--- src/rtl/serdiv_eq_pkg.sv ---
package serdiv_eq_pkg;
  typedef enum logic {
    LANE_IDLE = 1'b0,
    LANE_RUN  = 1'b1
  } lane_st_e;
endpackage

--- src/rtl/serdiv_step.sv ---
// One restoring step: append the next dividend bit, trial-subtract the divisor,
// keep the difference when it is non-negative.
module serdiv_step #(
  parameter int VW = 12
) (
  input  logic [VW-1:0] rem_i,
  input  logic          bit_i,
  input  logic [VW-1:0] dvs_i,
  output logic [VW-1:0] rem_o,
  output logic          q_o
);
  localparam int TW = VW + 1;

  logic [TW-1:0] trial;
  logic [TW:0]   diff;

  always_comb begin
    trial = {rem_i, bit_i};
    diff  = {1'b0, trial} - {2'b00, dvs_i};
    q_o   = ~diff[TW];
    rem_o = diff[TW] ? trial[VW-1:0] : diff[VW-1:0];
  end
endmodule

--- src/rtl/serdiv_sipo.sv ---
// Serial-to-parallel collector for quotient bits, MSB first.
module serdiv_sipo #(
  parameter int QW = 12
) (
  input  logic          clk,
  input  logic          rst,
  input  logic          shift_en,
  input  logic          bit_i,
  output logic [QW-1:0] par_o
);
  always_ff @(posedge clk) begin
    if (rst)
      par_o <= '0;
    else if (shift_en)
      par_o <= {par_o[QW-2:0], bit_i};
  end
endmodule

--- src/rtl/serdiv_lane.sv ---
module serdiv_lane
  import serdiv_eq_pkg::*;
#(
  parameter int DW   = 12,
  parameter int VW   = 12,
  parameter int QW   = 12,
  parameter int FRAC = 10
) (
  input  logic          clk,
  input  logic          rst,
  input  logic          load,
  input  logic [DW-1:0] dividend,
  input  logic [VW-1:0] divisor,
  output logic          rdy,
  output logic          fin,
  output logic [QW-1:0] q_fin,
  output logic          err_fin
);
  localparam int NW   = DW + FRAC;
  localparam int HW   = NW - QW;
  localparam int CW   = (HW > VW) ? HW : VW;
  localparam int CNTW = (QW > 1) ? $clog2(QW) : 1;
  localparam logic [CNTW-1:0] LAST = CNTW'(QW - 1);

  lane_st_e        st;
  logic [CNTW-1:0] cnt;
  logic [VW-1:0]   rem;
  logic [QW-1:0]   feed;
  logic [VW-1:0]   dvs;
  logic            ovf;
  logic            zero;

  logic [NW-1:0]   num;
  logic [CW-1:0]   hi_c;
  logic [CW-1:0]   dv_c;
  logic            ovf_in;
  logic [VW-1:0]   rem_nxt;
  logic            qbit;
  logic [QW-1:0]   par;
  logic            running;
  logic            last;

  always_comb begin
    num    = {dividend, {FRAC{1'b0}}};
    hi_c   = CW'(num[NW-1:QW]);
    dv_c   = CW'(divisor);
    ovf_in = (hi_c >= dv_c);
  end

  assign running = (st == LANE_RUN);
  assign last    = running && (cnt == LAST);
  assign rdy     = !running || last;
  assign fin     = last;

  serdiv_step #(.VW(VW)) u_step (
    .rem_i (rem),
    .bit_i (feed[QW-1]),
    .dvs_i (dvs),
    .rem_o (rem_nxt),
    .q_o   (qbit)
  );

  serdiv_sipo #(.QW(QW)) u_sipo (
    .clk      (clk),
    .rst      (rst),
    .shift_en (running),
    .bit_i    (qbit),
    .par_o    (par)
  );

  always_comb begin
    q_fin   = ovf ? {QW{1'b1}} : {par[QW-2:0], qbit};
    err_fin = zero;
  end

  always_ff @(posedge clk) begin
    if (rst) begin
      st   <= LANE_IDLE;
      cnt  <= '0;
      rem  <= '0;
      feed <= '0;
      dvs  <= '0;
      ovf  <= 1'b0;
      zero <= 1'b0;
    end else if (load) begin
      st   <= LANE_RUN;
      cnt  <= '0;
      rem  <= VW'(hi_c);
      feed <= num[QW-1:0];
      dvs  <= divisor;
      ovf  <= ovf_in;
      zero <= (divisor == '0);
    end else if (running) begin
      rem  <= rem_nxt;
      feed <= {feed[QW-2:0], 1'b0};
      cnt  <= cnt + 1'b1;
      if (last)
        st <= LANE_IDLE;
    end
  end
endmodule

--- src/rtl/serdiv_eq.sv ---
module serdiv_eq #(
  parameter int DW   = 12,
  parameter int VW   = 12,
  parameter int QW   = 12,
  parameter int FRAC = 10,
  parameter bit DUAL = 1'b0
) (
  input  logic          clk,
  input  logic          rst,
  input  logic          start_i,
  input  logic [DW-1:0] dividend_i,
  input  logic [VW-1:0] divisor_i,
  output logic [QW-1:0] quot_o,
  output logic          done_o,
  output logic          err_o
);
  localparam int LANES = DUAL ? 2 : 1;

  logic [LANES-1:0] lane_rdy;
  logic [LANES-1:0] lane_fin;
  logic [LANES-1:0] lane_load;
  logic [QW-1:0]    lane_q   [LANES];
  logic [LANES-1:0] lane_err;
  logic             ptr;
  logic             tgt_rdy;
  logic             accept;

  generate
    if (LANES == 2) begin : g_pp
      assign tgt_rdy   = ptr ? lane_rdy[1] : lane_rdy[0];
      assign accept    = start_i && tgt_rdy;
      assign lane_load = {accept && ptr, accept && !ptr};
      always_ff @(posedge clk) begin
        if (rst)
          ptr <= 1'b0;
        else if (accept)
          ptr <= ~ptr;
      end
    end else begin : g_single
      assign tgt_rdy   = lane_rdy[0];
      assign accept    = start_i && tgt_rdy;
      assign lane_load = accept;
      assign ptr       = 1'b0;
    end
  endgenerate

  generate
    for (genvar g = 0; g < LANES; g++) begin : g_lane
      serdiv_lane #(.DW(DW), .VW(VW), .QW(QW), .FRAC(FRAC)) u_lane (
        .clk      (clk),
        .rst      (rst),
        .load     (lane_load[g]),
        .dividend (dividend_i),
        .divisor  (divisor_i),
        .rdy      (lane_rdy[g]),
        .fin      (lane_fin[g]),
        .q_fin    (lane_q[g]),
        .err_fin  (lane_err[g])
      );
    end
  endgenerate

  logic [QW-1:0] sel_q;
  logic          sel_err;

  always_comb begin
    sel_q   = '0;
    sel_err = 1'b0;
    for (int i = 0; i < LANES; i++) begin
      if (lane_fin[i]) begin
        sel_q   = lane_q[i];
        sel_err = lane_err[i];
      end
    end
  end

  always_ff @(posedge clk) begin
    if (rst) begin
      quot_o <= '0;
      err_o  <= 1'b0;
      done_o <= 1'b0;
    end else begin
      done_o <= |lane_fin;
      if (|lane_fin) begin
        quot_o <= sel_q;
        err_o  <= sel_err;
      end
    end
  end
endmodule

--- config.mk ---
export PLATFORM = sky130hd
export DESIGN_NAME = serdiv_eq
export DESIGN_NICKNAME = d
export VERILOG_FILES = /design/src/rtl/serdiv_eq_pkg.sv /design/src/rtl/serdiv_step.sv /design/src/rtl/serdiv_sipo.sv /design/src/rtl/serdiv_lane.sv /design/src/rtl/serdiv_eq.sv
export SDC_FILE = /design/constraint.sdc
export NUM_CORES = 1
export LEC_CHECK = 0
export CAP_MARGIN = 10
export CORE_UTILIZATION = 50
export DETAILED_ROUTE_END_ITERATION = 7
export PLACE_DENSITY = 0.78
export SETUP_SLACK_MARGIN = 0.4
export SLEW_MARGIN = 20
export SYNTH_ARGS = -nofsm -noshare
export SYNTH_HDL_FRONTEND = slang
export SYNTH_SLANG_ARGS = --single-unit
--- constraint.sdc ---
create_clock -name clk -period 2.3 [get_ports clk]
set_input_delay 0.23 -clock clk [delete_from_list [all_inputs] [get_ports clk]]
set_output_delay 0.23 -clock clk [all_outputs]
set_load 0.005 [all_outputs]
==> metrics.txt, run 1 <==
Post-Syn Area per Cell=8.184 µm²; Register Area=1181 µm²; most common cell in the netlist=dfxtp_1; row cnt=28; RD Place Congestion=0.8570; CTS tree=yes; Gate Count Post-Synth=390; DR pass1 iterations=6; sequential cell area fraction in the yosys report=36.38%; WL final=8496 µm; Port Buffers=40; Netlist cell types=47; Clock Latency Late Sink=0.35 ns; Starting Density=52.97%; first-pass GRT wire length=13660 µm; Yosys reg bits=58; total CTS buffers=9; CP Data Required Time=2.51 ns; HPWL after detailed placement=5732 µm; crit end category=register; Peak VDD IR=528.2 µV; Die H=81.90 µm; Area after DPL=3772 µm²; Die W=81.90 µm; Slew Limit Fails=0; crit path max fanout=5; top cells by count, synth=dfxtp_1 (58), nor2_1 (53), nand2_1 (39); final hold viol count=0; final period utilization=94.53%; mapped cell area=3192 µm²; Sink Count=58; initial antenna violation count=0; GR Util All Layers=27.03%; H-tree lvl count=3; achievable frequency=0.4599 GHz; routed len/inst=16.03 µm; crit path kind=reg2reg; Area growth syn-to-layout=34.81%; predominant post-synthesis flop cell=dfxtp_1; Finished Core Util=71.41%; P_leak=0.001675 µW; synth warn=0; Power Density=922.3 nW/µm²; grt ovf=0; vias in the first global route=2836; number of hold buffers added after cts=0; Syn Nets=441; Clock Skews=0.01247 ns; RSZ-0062 raised after global routing=yes; largest net degree at the start of global routing=31; worst min-delay path class=in2reg; Max-Cap Viols=0; root buf cell=clkbuf_8; final setup fails=0; min Tclk post-route=2.174 ns; Synth area leader=dfxtp_1; vias after detailed routing=3091; vias per cell=5.832; Critical Path Start Type=register; io pins=41; CTS clk-pin slew, worst paths=0.07 ns; top cells by area, synth=dfxtp_1 (36%), ha_1 (9.0%), mux2i_1 (6.3%); Post-DRT Antenna Nets=0; layout cells sized above 1=21.76%; area share of the largest cell type after synthesis=36.38%; post-route cell area=4303 µm²; area occupied by multi-input gates=2069 µm²; fillers=435; status=complete, no violations; Slew @ Worst Pin=0.5601 ns; maximum clock path buffer count=2; initial drt markers=268; die area=6707 µm²; arrival time worst endpoint=2.39 ns; Final Net Count=501; FFs w/ async S/R, synth=0%; residual DRC count=0; Max-slew headroom=62.66%; Placeable Area=6026 µm²; number of inserted diodes=0; EDFF count, synth=0
[registers in the layout, indices dropped and copies added (netlist names)]
name / cells
g_lane.u_lane.u_sipo.par_o: 11
g_lane.u_lane.err_fin: 1
err_o: 1
done_o: 1
quot_o: 12
g_lane.u_lane.dvs: 12
g_lane.u_lane.ovf: 1
g_lane.u_lane.running: 1
g_lane.u_lane.feed: 2
g_lane.u_lane.rem: 12
g_lane.u_lane.cnt: 4
[per-stage QoR]
stage | power (µW) | cells | hold WS (ns) | setup WS (ns) | setup TNS, ns
after floorplan | 2131 | 390 | 0.3584 | 0.3015 | 0
after global placement | 2424 | 496 | 0.4452 | 0.1642 | 0
after detailed placement | 2459 | 496 | 0.4500 | 0.08079 | 0
after CTS | 3750 | 521 | 0.3421 | 0.1777 | 0
after global routing | 4176 | 530 | 0.3641 | -0.01104 | -0.01104
final | 3969 | 530 | 0.3588 | 0.1257 | 0
[layer usage]
metal	routed length, µm	share of wire, %	vias to the layer above	GRT usage, %
met2	3821	45	132	40.17
li1	-	-	1494	-
met5	0	0	-	0
met3	526	6.2	22	6.444
met1	3987	47	1443	37.41
met4	162	1.9	0	10.53
[area by class of cell]
type	instances	area share (%)
Clock buffer	11	3.780
Sequential cell	58	27.45
Timing Repair Buffer	70	14.77
Inverter	27	2.355
Tap cell	75	2.181
Multi-Input combinational cell	284	48.10
Clock inverter	5	1.367
[kinds of logic after synthesis]
| family | count (synthesis) | share of synthesized area, % |
|---|---|---|
| AND/OR/NAND/NOR | 125 | 17.37 |
| AO/OA/AOI/OAI | 103 | 21.01 |
| flip-flops | 58 | 36.38 |
| adder cells (fa/ha/maj) | 24 | 9.643 |
| buffers and inverters | 48 | 5.762 |
| XOR/XNOR | 10 | 2.744 |
| multiplexers | 22 | 7.095 |
[layout by cell type, fill, tap and decap left out, types with 9 or more instances in the layout]
cell type        count
a211oi_1            18
buf_4               26
ha_4                 9
ha_1                12
dfxtp_1             48
nor2_1              52
clkbuf_8            10
mux2i_1             20
o21ai_0             13
nand2_1             39
inv_1               21
a21oi_1             30
o22ai_1              9
clkdlybuf4s50_1     39
[worst max-delay path, cell delays in order, from the launching register on]
cell and delay [ns]:
dfxtp_2 0.32, inv_1 0.06, ha_4 0.24, a211oi_4 0.36, buf_4 0.18, o21ai_1 0.08, and3_1 0.20, a2111o_1 0.41
nand4_1 0.10, a31oi_1 0.08
[final timing paths]
path | slack [ns] | to | from | depth (start not counted)
setup / recovery | 0.13 | g_lane[0].u_lane.rem[11]$_SDFFE_PP0P_ | g_lane[0].u_lane.dvs[6]$_SDFFE_PP0P_ | 9
hold / removal | 0.36 | err_o$_SDFFE_PP0P_ | rst | 2
setup reg to reg | 0.13 | g_lane[0].u_lane.rem[11]$_SDFFE_PP0P_ | g_lane[0].u_lane.dvs[6]$_SDFFE_PP0P_ | 9
hold reg to reg | 0.45 | g_lane[0].u_lane.dvs[3]$_SDFFE_PP0P_ | g_lane[0].u_lane.dvs[3]$_SDFFE_PP0P_ | 2
[where the power goes]
group          internal (µW)  leakage, µW  total, µW  switching [µW]
Clock                    597     0.000107       1030             436
Sequential              1080     0.000477       1160            82.4
Combinational            920      0.00109       1780             857
Total                   2590      0.00167       3970            1380
[what timing repair did]
item                                    CTS  global route
setup buffers                             9             9
gates resized for setup                  35             6
pin swaps                                21             8
endpoints found under the hold margin     0             0
endpoints found under the setup margin   14            14
No activity file was read; power rests on OpenSTA's default activity.
==> inputs of run 2 (changes only) <==
--- a/config.mk
+++ b/config.mk
@@ -6,9 +6,9 @@
 export NUM_CORES = 1
 export LEC_CHECK = 0
 export CAP_MARGIN = 10
-export CORE_UTILIZATION = 50
+export CORE_UTILIZATION = 25
 export DETAILED_ROUTE_END_ITERATION = 7
-export PLACE_DENSITY = 0.78
+export PLACE_DENSITY = 0.46
 export SETUP_SLACK_MARGIN = 0.4
 export SLEW_MARGIN = 20
 export SYNTH_ARGS = -nofsm -noshare
==> metrics.txt, run 2 (same netlist as run 1, synthesis figures left out) <==
Setup WS pre-CTS=0.07123 ns (-0.009557 ns); largest net degree at the start of global routing=32 (+3.2%); Finished Core Util=36.30% (-35 points); first-pass GRT wire length=14840 µm (+8.7%); min Tclk post-route=2.118 ns (-0.05660 ns); maximum clock path buffer count=2 (unchanged); min-delay src=rst; r2r endpoint=g_lane[0].u_lane.rem[4]$_SDFFE_PP0P_; Max-Cap Viols=0 (unchanged); vias after detailed routing=2943 (-4.8%); total CTS buffers=9 (unchanged); biggest regs=g_lane.u_lane.dvs (12), g_lane.u_lane.rem (12), quot_o (12); status=complete, no violations; WL final=8816 µm (+3.8%); residual DRC count=0 (unchanged); Max-slew headroom=57.87% (-4.8 points); Critical Path Most Common Cell=and2_4; Sink Count=58 (unchanged); crit path max fanout=4 (-1); die area=13220 µm² (+97%); grt ovf=0 (unchanged); Slew @ Worst Pin=0.6319 ns (+0.07186 ns); number of inserted diodes=0 (unchanged); slowest cell on the critical path=a221o_2; Critical Path Max Stage Delay=0.42 ns (about the same); achievable frequency=0.4722 GHz (+2.7%); FF-to-FF Start=g_lane[0].u_lane.dvs[10]$_SDFFE_PP0P_; final period utilization=92.07% (-2.5 points); worst min-delay path class=in2reg; post-route cell area=4433 µm² (+3.0%); crit end category=register; cell family with most CP delay=compound AO/OA/AOI/OAI gates; number of hold buffers added after cts=0 (unchanged); Final Net Count=497 (-0.80%); WP buf/inv=2 (unchanged); total power=4130 µW (+4.1%); RSZ-0062 raised after global routing=yes; Slew Limit Fails=0 (unchanged); area occupied by multi-input gates=2039 µm² (-1.5%); crit path kind=reg2reg; Area after DPL=3904 µm² (+3.5%); reg2reg path depth=9 (unchanged); Worst path depth=9 (unchanged); Clock Skews=0.004337 ns (-0.008133 ns); CTS clk-pin slew, worst paths=0.05 ns (-0.02 ns); H-tree lvl count=3 (unchanged); Peak VDD IR=351.0 µV (-34%); r2r setup slk=0.18 ns (+0.06 ns); hold depth=2 (unchanged); CP Data Required Time=2.49 ns (-0.02 ns); Port Buffers=40 (unchanged); worst hold path endpoint=g_lane[0].u_lane.feed[10]$_SDFFE_PP0P_; vias in the first global route=3043 (+7.3%); P_leak=0.001677 µW (+0.14%); vias per cell=4.770 (-18%); final setup fails=0 (unchanged); DR pass1 iterations=4 (-2); most frequent cells in the layout=nor2_1 (52), dfxtp_1 (48), nand2_1 (39), clkdlybuf4s50_1 (39), a21oi_1 (30); row cnt=40 (+43%); Die H=115.0 µm (+40%); commonest non-fill, non-tap cell in the layout=nor2_1; arrival time worst endpoint=2.30 ns (-0.09 ns); final hold viol count=0 (unchanged); Starting Density=26.14% (-27 points); layout cells sized above 1=20.49% (-1.3 points); Register Area=1181 µm² (unchanged); initial drt markers=72 (-73%); initial antenna violation count=0 (unchanged); io pins=41 (unchanged); Placeable Area=12210 µm² (+100%); Clock Latency Late Sink=0.33 ns (-0.02 ns); Critical Path Start Type=register; Die W=115.0 µm (+40%); HPWL after detailed placement=6302 µm (+9.9%); GR Util All Layers=14.56% (-12 points); Area growth syn-to-layout=38.89%; fillers=1298 (+200%); worst-path cell chain=inv_2, ha_4, and2_4, and3b_2, and2_4, a221o_2, buf_4, mux2i_2, a211oi_2; Setup TNS=0 ns (unchanged); Power Density=931.6 nW/µm² (+1.0%); RD Place Congestion=0.8038 (-6.2%); routed len/inst=14.29 µm (-11%); Post-DRT Antenna Nets=0 (unchanged); root buf cell=clkbuf_16; PnR worst setup slack=0.1823 ns (+0.05660 ns); CTS tree=yes
==> run 2: cell count changes in the layout (fill, tap and decap cells not counted), sizes merged <==
cell      previous run  this run
buf                 31        27
inv                 28        26
clkbuf              11        12
clkinvlp             2         1
==> run 2: per-layer routing <==
layer | routed length (µm) | track usage [%] | up-vias
li1 | - | - | 1493
met1 | 4377 | 18.62 | 1395
met2 | 4004 | 23.69 | 42
met3 | 243 | 2.583 | 13
met4 | 190 | 7.013 | 0
met5 | 0 | 0 | -
==> run 2: power by group <==
| group | switching (µW) | internal (µW) | leakage [µW] |
|---|---|---|---|
| logic | 775 | 858 | 0.00106 |
| registers | 80.0 | 1080 | 0.000477 |
| clock network | 450 | 884 | 0.000141 |
==> run 2: stage by stage <==
step	hold WS [ns]	instances
after floorplan	0.3584	390
after global placement	0.4469	591
after detailed placement	0.4538	591
after CTS	0.4221	615
after global routing	0.4529	617
final	0.4175	617
==> run 2: layout make-up <==
type	count	share of cell area, %
Sequential cell	58	26.64
Timing Repair Buffer	66	13.66
Multi-Input combinational cell	284	46.01
Clock buffer	12	5.786
Inverter	27	2.314
Tap cell	168	4.742
Clock inverter	2	0.8467
==> run 2: worst max-delay path by stage <==
stage	startpoint	end	slack, ns
final	g_lane[0].u_lane.dvs[10]$_SDFFE_PP0P_	g_lane[0].u_lane.rem[4]$_SDFFE_PP0P_	0.18
after CTS	g_lane[0].u_lane.dvs[10]$_SDFFE_PP0P_	g_lane[0].u_lane.rem[0]$_SDFFE_PP0P_	0.17
after global placement	g_lane[0].u_lane.rem[8]$_SDFFE_PP0P_	g_lane[0].u_lane.rem[6]$_SDFFE_PP0P_	0.1
after floorplan	g_lane[0].u_lane.dvs[6]$_SDFFE_PP0P_	g_lane[0].u_lane.rem[0]$_SDFFE_PP0P_	0.30
after global routing	g_lane[0].u_lane.dvs[10]$_SDFFE_PP0P_	g_lane[0].u_lane.rem[4]$_SDFFE_PP0P_	0.12
after detailed placement	g_lane[0].u_lane.rem[5]$_SDFFE_PP0P_	g_lane[0].u_lane.rem[2]$_SDFFE_PP0P_	0.07
==> run 2: timing repair <==
| action | in CTS | in global routing |
|---|---|---|
| setup endpoints to repair | 14 | 15 |
| setup buffers | 10 | 2 |
| pin swaps | 22 | 3 |
| resized for setup | 31 | 10 |
==> inputs of run 3 (changes only) <==
--- a/config.mk
+++ b/config.mk
@@ -5,7 +5,7 @@
 export SDC_FILE = /design/constraint.sdc
 export NUM_CORES = 1
 export LEC_CHECK = 0
-export CAP_MARGIN = 10
+export CAP_MARGIN = 30
 export CORE_UTILIZATION = 25
 export DETAILED_ROUTE_END_ITERATION = 7
 export PLACE_DENSITY = 0.46
==> results of run 3 <==
Same layout as run 2: the final DEF is identical, and so are final timing and power.
